## src/rtl/mwd_pkg.sv

```systemverilog
package mwd_pkg;
  localparam int MAX_WIN   = 4;
  localparam int WIN_IDX_W = 2;

  typedef enum logic [1:0] {
    FLD_NONE = 2'd0,
    FLD_BASE = 2'd1,
    FLD_CTRL = 2'd2,
    FLD_HIGH = 2'd3
  } fieldT;

  // Decoded register access handed from the index decoder to the datapath.
  // byteSel counts from the most significant stored byte.
  typedef struct packed {
    fieldT                field;
    logic [WIN_IDX_W-1:0] win;
    logic [1:0]           byteSel;
    logic                 wrEn;
  } regStrobeT;
endpackage

```

## src/rtl/mwd_ctrl.sv

```systemverilog
module mwd_ctrl
  import mwd_pkg::*;
#(
  parameter bit LAYOUT32 = 1'b0,
  parameter int NUM_WIN  = 4
) (
  input  logic [7:0] regIdx,
  input  logic       regWrEn,
  output regStrobeT  strb
);
  fieldT                decFld;
  logic [WIN_IDX_W-1:0] decWin;
  logic [1:0]           decSel;

  generate
    if (LAYOUT32) begin : g_wide
      logic [3:0] offs;
      logic       inRange;
      always_comb begin
        inRange = 1'b0;
        offs    = '0;
        decWin  = '0;
        if (regIdx >= 8'h76 && regIdx <= 8'h7E) begin
          inRange = 1'b1;
          offs    = 4'(regIdx - 8'h76);
        end else if (regIdx >= 8'h80 && regIdx <= 8'hAF) begin
          inRange = 1'b1;
          offs    = regIdx[3:0];
          decWin  = regIdx[5:4] + 2'd1;
        end
        decFld = FLD_NONE;
        decSel = '0;
        if (inRange) begin
          if (offs <= 4'd3) begin
            decFld = FLD_BASE;
            decSel = offs[1:0];
          end else if (offs == 4'd4) begin
            decFld = FLD_CTRL;
          end else if (offs <= 4'd8) begin
            decFld = FLD_HIGH;
            decSel = 2'(offs - 4'd5);
          end
        end
      end
    end else begin : g_narrow
      logic [2:0] offs;
      logic       inRange;
      always_comb begin
        inRange = (regIdx[7:5] == 3'b010);
        offs    = regIdx[2:0];
        decWin  = regIdx[4:3];
        decFld  = FLD_NONE;
        decSel  = '0;
        if (inRange) begin
          if (offs <= 3'd1) begin
            decFld = FLD_BASE;
            decSel = {1'b0, offs[0]};
          end else if (offs == 3'd2) begin
            decFld = FLD_CTRL;
          end else if (offs <= 3'd4) begin
            decFld = FLD_HIGH;
            decSel = 2'(offs - 3'd3);
          end
        end
      end
    end
  endgenerate

  always_comb begin
    strb.win     = decWin;
    strb.byteSel = decSel;
    strb.field   = (int'(decWin) >= NUM_WIN) ? FLD_NONE : decFld;
    strb.wrEn    = regWrEn && (strb.field != FLD_NONE);
  end
endmodule

```

## src/rtl/mwd_cmp.sv

```systemverilog
module mwd_cmp #(
  parameter int AW    = 24,
  parameter bit LIMIT = 1'b0
) (
  input  logic [AW-1:0] addr,
  input  logic [AW-1:0] base,
  input  logic [AW-1:0] high,
  output logic          hit
);
  generate
    if (LIMIT) begin : g_limit
      assign hit = (base < high) && (addr >= base) && (addr < high);
    end else begin : g_mask
      assign hit = (|high) && (((addr ^ base) & high) == '0);
    end
  endgenerate
endmodule

```

## src/rtl/mwd_datapath.sv

```systemverilog
module mwd_datapath
  import mwd_pkg::*;
#(
  parameter bit                 LAYOUT32   = 1'b0,
  parameter int                 NUM_WIN    = 4,
  parameter logic [NUM_WIN-1:0] LIMIT_MODE = '0,
  localparam int AW = LAYOUT32 ? 32 : 24,
  localparam int NB = LAYOUT32 ? 4 : 2,
  localparam int SW = NB * 8,
  localparam int SHIFT = AW - SW
) (
  input  logic               clk,
  input  logic               rstN,
  input  regStrobeT          strb,
  input  logic [7:0]         regWrData,
  input  logic [AW-1:0]      busAddr,
  output logic [7:0]         regRdData,
  output logic [NUM_WIN-1:0] hitVec,
  output logic [NUM_WIN-1:0] winHit,
  output logic               anyHit
);
  localparam logic [AW-1:0] ADDR_KEEP = {AW{1'b1}} << SHIFT;

  logic [AW-1:0]        addrCmp;
  logic [NUM_WIN*8-1:0] rdAll;

  assign addrCmp = busAddr & ADDR_KEEP;

  generate
    for (genvar w = 0; w < NUM_WIN; w++) begin : g_win
      logic [SW-1:0] baseQ;
      logic [SW-1:0] highQ;
      logic [1:0]    widthQ;
      logic [7:0]    rdByte;
      logic [AW-1:0] baseFull;
      logic [AW-1:0] highFull;
      logic          selW;

      assign selW = strb.wrEn && (int'(strb.win) == w);

      always_ff @(posedge clk or negedge rstN) begin
        if (!rstN) begin
          baseQ  <= '0;
          highQ  <= '0;
          widthQ <= '0;
        end else if (selW) begin
          case (strb.field)
            FLD_BASE: begin
              for (int b = 0; b < NB; b++)
                if (strb.byteSel == 2'(b)) baseQ[(NB-1-b)*8 +: 8] <= regWrData;
            end
            FLD_HIGH: begin
              for (int b = 0; b < NB; b++)
                if (strb.byteSel == 2'(b)) highQ[(NB-1-b)*8 +: 8] <= regWrData;
            end
            FLD_CTRL: widthQ <= LAYOUT32 ? regWrData[2:1] : {1'b0, regWrData[1]};
            default: ;
          endcase
        end
      end

      always_comb begin
        rdByte = 8'h00;
        case (strb.field)
          FLD_BASE: begin
            for (int b = 0; b < NB; b++)
              if (strb.byteSel == 2'(b)) rdByte = baseQ[(NB-1-b)*8 +: 8];
          end
          FLD_HIGH: begin
            for (int b = 0; b < NB; b++)
              if (strb.byteSel == 2'(b)) rdByte = highQ[(NB-1-b)*8 +: 8];
          end
          FLD_CTRL: rdByte = {5'b0, widthQ, LIMIT_MODE[w]};
          default:  rdByte = 8'h00;
        endcase
      end

      assign rdAll[w*8 +: 8] = rdByte;
      assign baseFull = AW'(baseQ) << SHIFT;
      assign highFull = AW'(highQ) << SHIFT;

      mwd_cmp #(
        .AW   (AW),
        .LIMIT(LIMIT_MODE[w])
      ) u_cmp (
        .addr(addrCmp),
        .base(baseFull),
        .high(highFull),
        .hit (hitVec[w])
      );
    end
  endgenerate

  always_comb begin
    regRdData = 8'h00;
    for (int w = 0; w < NUM_WIN; w++)
      if (int'(strb.win) == w) regRdData = rdAll[w*8 +: 8];
  end

  always_ff @(posedge clk or negedge rstN) begin
    if (!rstN) begin
      winHit <= '0;
      anyHit <= 1'b0;
    end else begin
      winHit <= hitVec;
      anyHit <= |hitVec;
    end
  end
endmodule

```

## src/rtl/mem_window_decoder.sv

```systemverilog
module mem_window_decoder
  import mwd_pkg::*;
#(
  parameter bit                 LAYOUT32   = 1'b0,
  parameter int                 NUM_WIN    = 4,
  parameter logic [NUM_WIN-1:0] LIMIT_MODE = 4'b1010,
  localparam int ADDR_W = LAYOUT32 ? 32 : 24
) (
  input  logic               clk,
  input  logic               rstN,
  input  logic [7:0]         regIdx,
  input  logic [7:0]         regWrData,
  input  logic               regWrEn,
  output logic [7:0]         regRdData,
  input  logic [ADDR_W-1:0]  busAddr,
  output logic [NUM_WIN-1:0] winHit,
  output logic               anyHit
);
  regStrobeT          strb;
  logic [NUM_WIN-1:0] hitVec;

  mwd_ctrl #(
    .LAYOUT32(LAYOUT32),
    .NUM_WIN (NUM_WIN)
  ) u_ctrl (
    .regIdx (regIdx),
    .regWrEn(regWrEn),
    .strb   (strb)
  );

  mwd_datapath #(
    .LAYOUT32  (LAYOUT32),
    .NUM_WIN   (NUM_WIN),
    .LIMIT_MODE(LIMIT_MODE)
  ) u_dp (
    .clk      (clk),
    .rstN     (rstN),
    .strb     (strb),
    .regWrData(regWrData),
    .busAddr  (busAddr),
    .regRdData(regRdData),
    .hitVec   (hitVec),
    .winHit   (winHit),
    .anyHit   (anyHit)
  );
endmodule

```

## config.mk

```make
export PLATFORM = sky130hd
export DESIGN_NAME = mem_window_decoder
export DESIGN_NICKNAME = d
export VERILOG_FILES = /design/src/rtl/mwd_pkg.sv /design/src/rtl/mwd_ctrl.sv /design/src/rtl/mwd_cmp.sv /design/src/rtl/mwd_datapath.sv /design/src/rtl/mem_window_decoder.sv
export SDC_FILE = /design/constraint.sdc
export NUM_CORES = 1
export LEC_CHECK = 0
export BUFFER_PORTS_ARGS = -buffer_cell sky130_fd_sc_hd__buf_4
export CORE_AREA = 2 2 211 109
export CTS_CLUSTER_SIZE = 20
export DETAILED_ROUTE_END_ITERATION = 8
export DIE_AREA = 0 0 213 111
export HOLD_SLACK_MARGIN = 0.12
export PLACE_DENSITY = 0.67
export SLEW_MARGIN = 30
export SYNTH_ARGS = -nofsm -noshare
export SYNTH_HDL_FRONTEND = slang
export SYNTH_HIERARCHICAL = 1
export SYNTH_SLANG_ARGS = --single-unit
```

## constraint.sdc

```tcl
create_clock -name clk -period 4.6 [get_ports clk]
set_clock_uncertainty 0.1 [all_clocks]
set_input_delay 0.92 -clock clk [delete_from_list [all_inputs] [get_ports clk]]
set_output_delay 0.92 -clock clk [all_outputs]
set_load 0.05 [all_outputs]
```

# Word-level counts from Yosys, hierarchy flattened
# Index checks and enable logic that the tools add are counted.
# totals
register_bits	137
inputBits	43
output_inout_bits	13
wordCells	115
# classes
addsub	1
n_lt_le_gt_ge	8
n_eq_ne	9
mux	32
bitwise_logic	4
n_reduce_logical	39
# ops
op	count
8-bit two-way mux	20
24-bit less-than comparator	4
8-bit case mux with 3 select lines	4
24-bit bitwise AND	2
24-bit >= comparator	2
24-bit zero test	2
3-bit AND reduction	16
24-bit XOR	2
16-bit OR reduction	2
2-bit two-way mux	8
1-bit logical AND	11
2-bit equality test (second input constant)	4
2-bit AND reduction	4
2-bit by 1-bit equality test with 1-bit output (second input constant)	3
3-bit by 2-bit equality test with 1-bit output (second input constant)	2
2-bit zero test	2
4-bit OR reduction	1
3-bit by 1-bit <= comparator with 1-bit output (second input constant)	1
3-bit <= comparator (second input constant)	1
2-bit nonzero test	1
2-bit subtractor (second input constant)	1

# Longest topological paths before layout
# logic_depth
depth_word	13
mapped_depth	12
ltp_nobuf	9

# By module
# Netlist, hierarchy kept.
# modules_own_cells
mod	instances	cells_per_inst	area_per_inst_um2	seq_area_each_um2
mwd_datapath	1	436	6439.9	3428.3
mwd_cmp (u_dp.g_win[1].u_cmp)	1	220	1669.1	0.0
mwd_cmp (u_dp.g_win[3].u_cmp)	1	220	1659.1	0.0
mwd_cmp (u_dp.g_win[0].u_cmp ...)	2	46	416.6	0.0
mwd_ctrl	1	24	181.4	0.0

# Least setup slack after synthesis
# Ideal clock, no wire load.
# synth_path
path_kind	in2out
from	input regIdx[5]
to	output regRdData[5]
arrival_ns	4.943
required_time_ns	3.580
slack_ns	-1.363
cell_stages	10
n_path_buf	4
cell_sequence	or3b_1 -> buf_6 -> nand3b_4 -> o22ai_2 -> buf_6 -> buf_6 -> buf_8 -> mux2i_1 -> o21a_1 -> a2111oi_0
# synth_lines
element	line_no	rtl
from (decl)	mem_window_decoder.sv:11	input logic [7:0] regIdx,
to (decl)	mem_window_decoder.sv:14	output logic [7:0] regRdData,

==> reports/results.ini <==
[outcome]
status=finished clean

[synthesis]
yosysSeqAreaShare=0.318
synth_top_area_cell=dfrtp_1
ys_async_sr_fraction=1.00
syn_inst=992
synth_top_flop_cell=dfrtp_1
ys_warn_count=6
synth_edf_count=0
synth_top_area_frac=0.318
yosysUniqueCellTypes=74
synth-seq-cells=137
synth_area_leaders=dfrtp_1 (32%), ha_1 (17%), mux2_2 (14%), xor2_1 (3.9%), inv_1 (3.6%)
syn-cell-area_sq_um=10800
syn_avg_cell_area_sq_um=10.9

[floorplanning]
initial_core_util=0.488
die_y_um=111
coreArea_sq_um=22100
io-pin-count=56
dieWidth_um=213
die-area_sq_um=23600
rows=39

[routing]
drc=0
avgViaCountPerCell=5.63
num_vias=8550
routed_wirelength_um=32500
drt_pass1_iterations=5
wl_per_cell_um=21.4
postRouteAntennaNets=0
drtIter0Drc=969

[final_layout]
diodes=0
layout.nets=1385
mostFrequentLayoutCell=conb_1
area_delta_synth_final_pct=19.0
drive_gt1_frac=0.245
final_cells=1519
postLayoutCellArea_sq_um=12800
layout_common_cells=conb_1 (146), ha_1 (143), dfrtp_1 (137)
fillers=1932

[clock_network]
cts_tree=done
cts.sinks=137
htree_levels=4
clk_path_buf_depth=2
path_clk_slew_ns=0.06
clk_latency_ns=0.44
hold_buffers=0
cts_inserted_buffers=17
cts_root_buffer=clkbuf_16

[power]
peakVddDrop_v=0.000240
p_per_area_nw_per_um2=259
total_power_uw=3320
p_leak_uw=0.00632

[timing]
rsz0062_at_grt=false
slew_headroom=0.432
hold-worst-slack_ns=0.408
post-route-period-util=0.990
hold_viol_final=0
setup_violations=0
clock.fmax_mhz=220
setup-tns-final_ns=0
period_minus_slack_ns=4.55
worstMarginPinSlew_ns=0.851
slew_viol_final=0

[placement]
io_buffer_count=47
place_area_sq_um=12200
placedCellCount=1487
gp_congestion=0.970
hpwl_um=25200

[setup_path]
start_kind=primary input
worstSetupEndpointType=output port
r2r_cells=8
cp_max_fo=22
cp.arrival_ns=3.53
worstSetupPathType=primary input to output port
cp.required_ns=3.58

[grt]
grt_remaining_overflow=0
grt_antenna_before_repair=1
grt_pass1_vias=8104
grt_max_degree=89
grt_pass1_wl_um=49600
grt_use_total=0.289

[worst_hold_path]
min_path_type=flip-flop to flip-flop
hold_depth=2

[flow_run]
cap_violations=0

stage by stage:
stage,setup WS [ns],utilization
2_1_floorplan,-0.0262,-
3_3_place_gp,0.0577,0.550
3_5_place_dp,0.0559,0.550
4_1_cts,0.0507,0.580
5_1_grt,0.000649,0.580
6_report,0.0480,0.580
cell usage after synthesis (all sizes together) (11+ instances only):
cell    count
mux2      137
mux4       24
a221oi     17
dfrtp     137
clkbuf     14
nor2       28
a22o       11
nand3      23
buf        16
ha        143
mux2i      16
o21ai      24
a21o       15
inv       104
a21oi      51
nand2      54
xor2       48
nor4       15
nand4      20
path summary, 6_finish.rpt:
check,startpoint,to,slack (ns)
worst max register to register,u_dp/g_win[3].highQ[13]$_DFFE_PN0P_,u_dp/anyHit$_DFF_PN0_,1.57
min in group asynchronous,rstN,u_dp/g_win[2].highQ[8]$_DFFE_PN0P_,0.45
worst min-delay path,u_dp/g_win[1].widthQ[0]$_DFFE_PN0P_,u_dp/g_win[1].widthQ[0]$_DFFE_PN0P_,0.41
worst min register to register,u_dp/g_win[1].widthQ[0]$_DFFE_PN0P_,u_dp/g_win[1].widthQ[0]$_DFFE_PN0P_,0.41
max in group asynchronous,rstN,u_dp/g_win[3].highQ[12]$_DFFE_PN0P_,3.01
worst max-delay path,regIdx[5],regRdData[7],0.05
worst max-delay path, cell delays in order:
cell and delay, ns:
buf_4 0.10, or3b_1 0.45, nand3b_4 0.20, o22ai_4 0.12, buf_12 0.21, mux4_1 0.64
mux4_2 0.51, and2_1 0.17, buf_4 0.18
logic make-up after synthesis:
| group | synth area share |
|---|---|
| muxes | 0.212 |
| adders and majority gates | 0.166 |
| and+or+nand+nor | 0.0948 |
| xor gates and xnor gates | 0.0390 |
| buffers and inverters | 0.0521 |
| other | 0.000348 |
| AOI/OAI and AO/OA | 0.118 |
| DFF | 0.318 |
registers in the layout, summed over array words and instances (netlist names):
signal / count
u_dp/anyHit: 1
u_dp/g_win.baseQ: 64
u_dp/g_win.highQ: 64
u_dp/g_win.widthQ: 4
u_dp/winHit: 4
layer usage:
layer / part of all wire / global-route usage / up-vias
met3: 0.15 / 0.139 / 39
met1: 0.48 / 0.442 / 4161
met4: 0.015 / 0.0657 / 2
li1: - / - / 3956
met5: 0.0015 / 0 / -
met2: 0.35 / 0.354 / 392
timing repair:
item,CTS,global route
setup buffers,0,0
resized for setup,0,3
endpoints found under the setup margin,0,2
where the power goes:
part,internal [uW],switching (uW),total (uW)
Sequential,1220,10.5,1230
Clock,1040,555,1600
Combinational,185,310,494
Total,2450,875,3320
cell type report:
| type | instances | area [sq um] | share of cell area |
|---|---|---|---|
| Clock buffer | 20 | 457 | 0.0356 |
| Clock inverter | 12 | 219 | 0.0171 |
| Inverter | 104 | 390 | 0.0304 |
| Multi-Input combinational cell | 866 | 7370 | 0.575 |
| Sequential cell | 137 | 3430 | 0.267 |
| Tap cell | 307 | 384 | 0.0299 |
| Timing Repair Buffer | 73 | 577 | 0.0450 |
No activity file was read; power rests on OpenSTA's default activity.
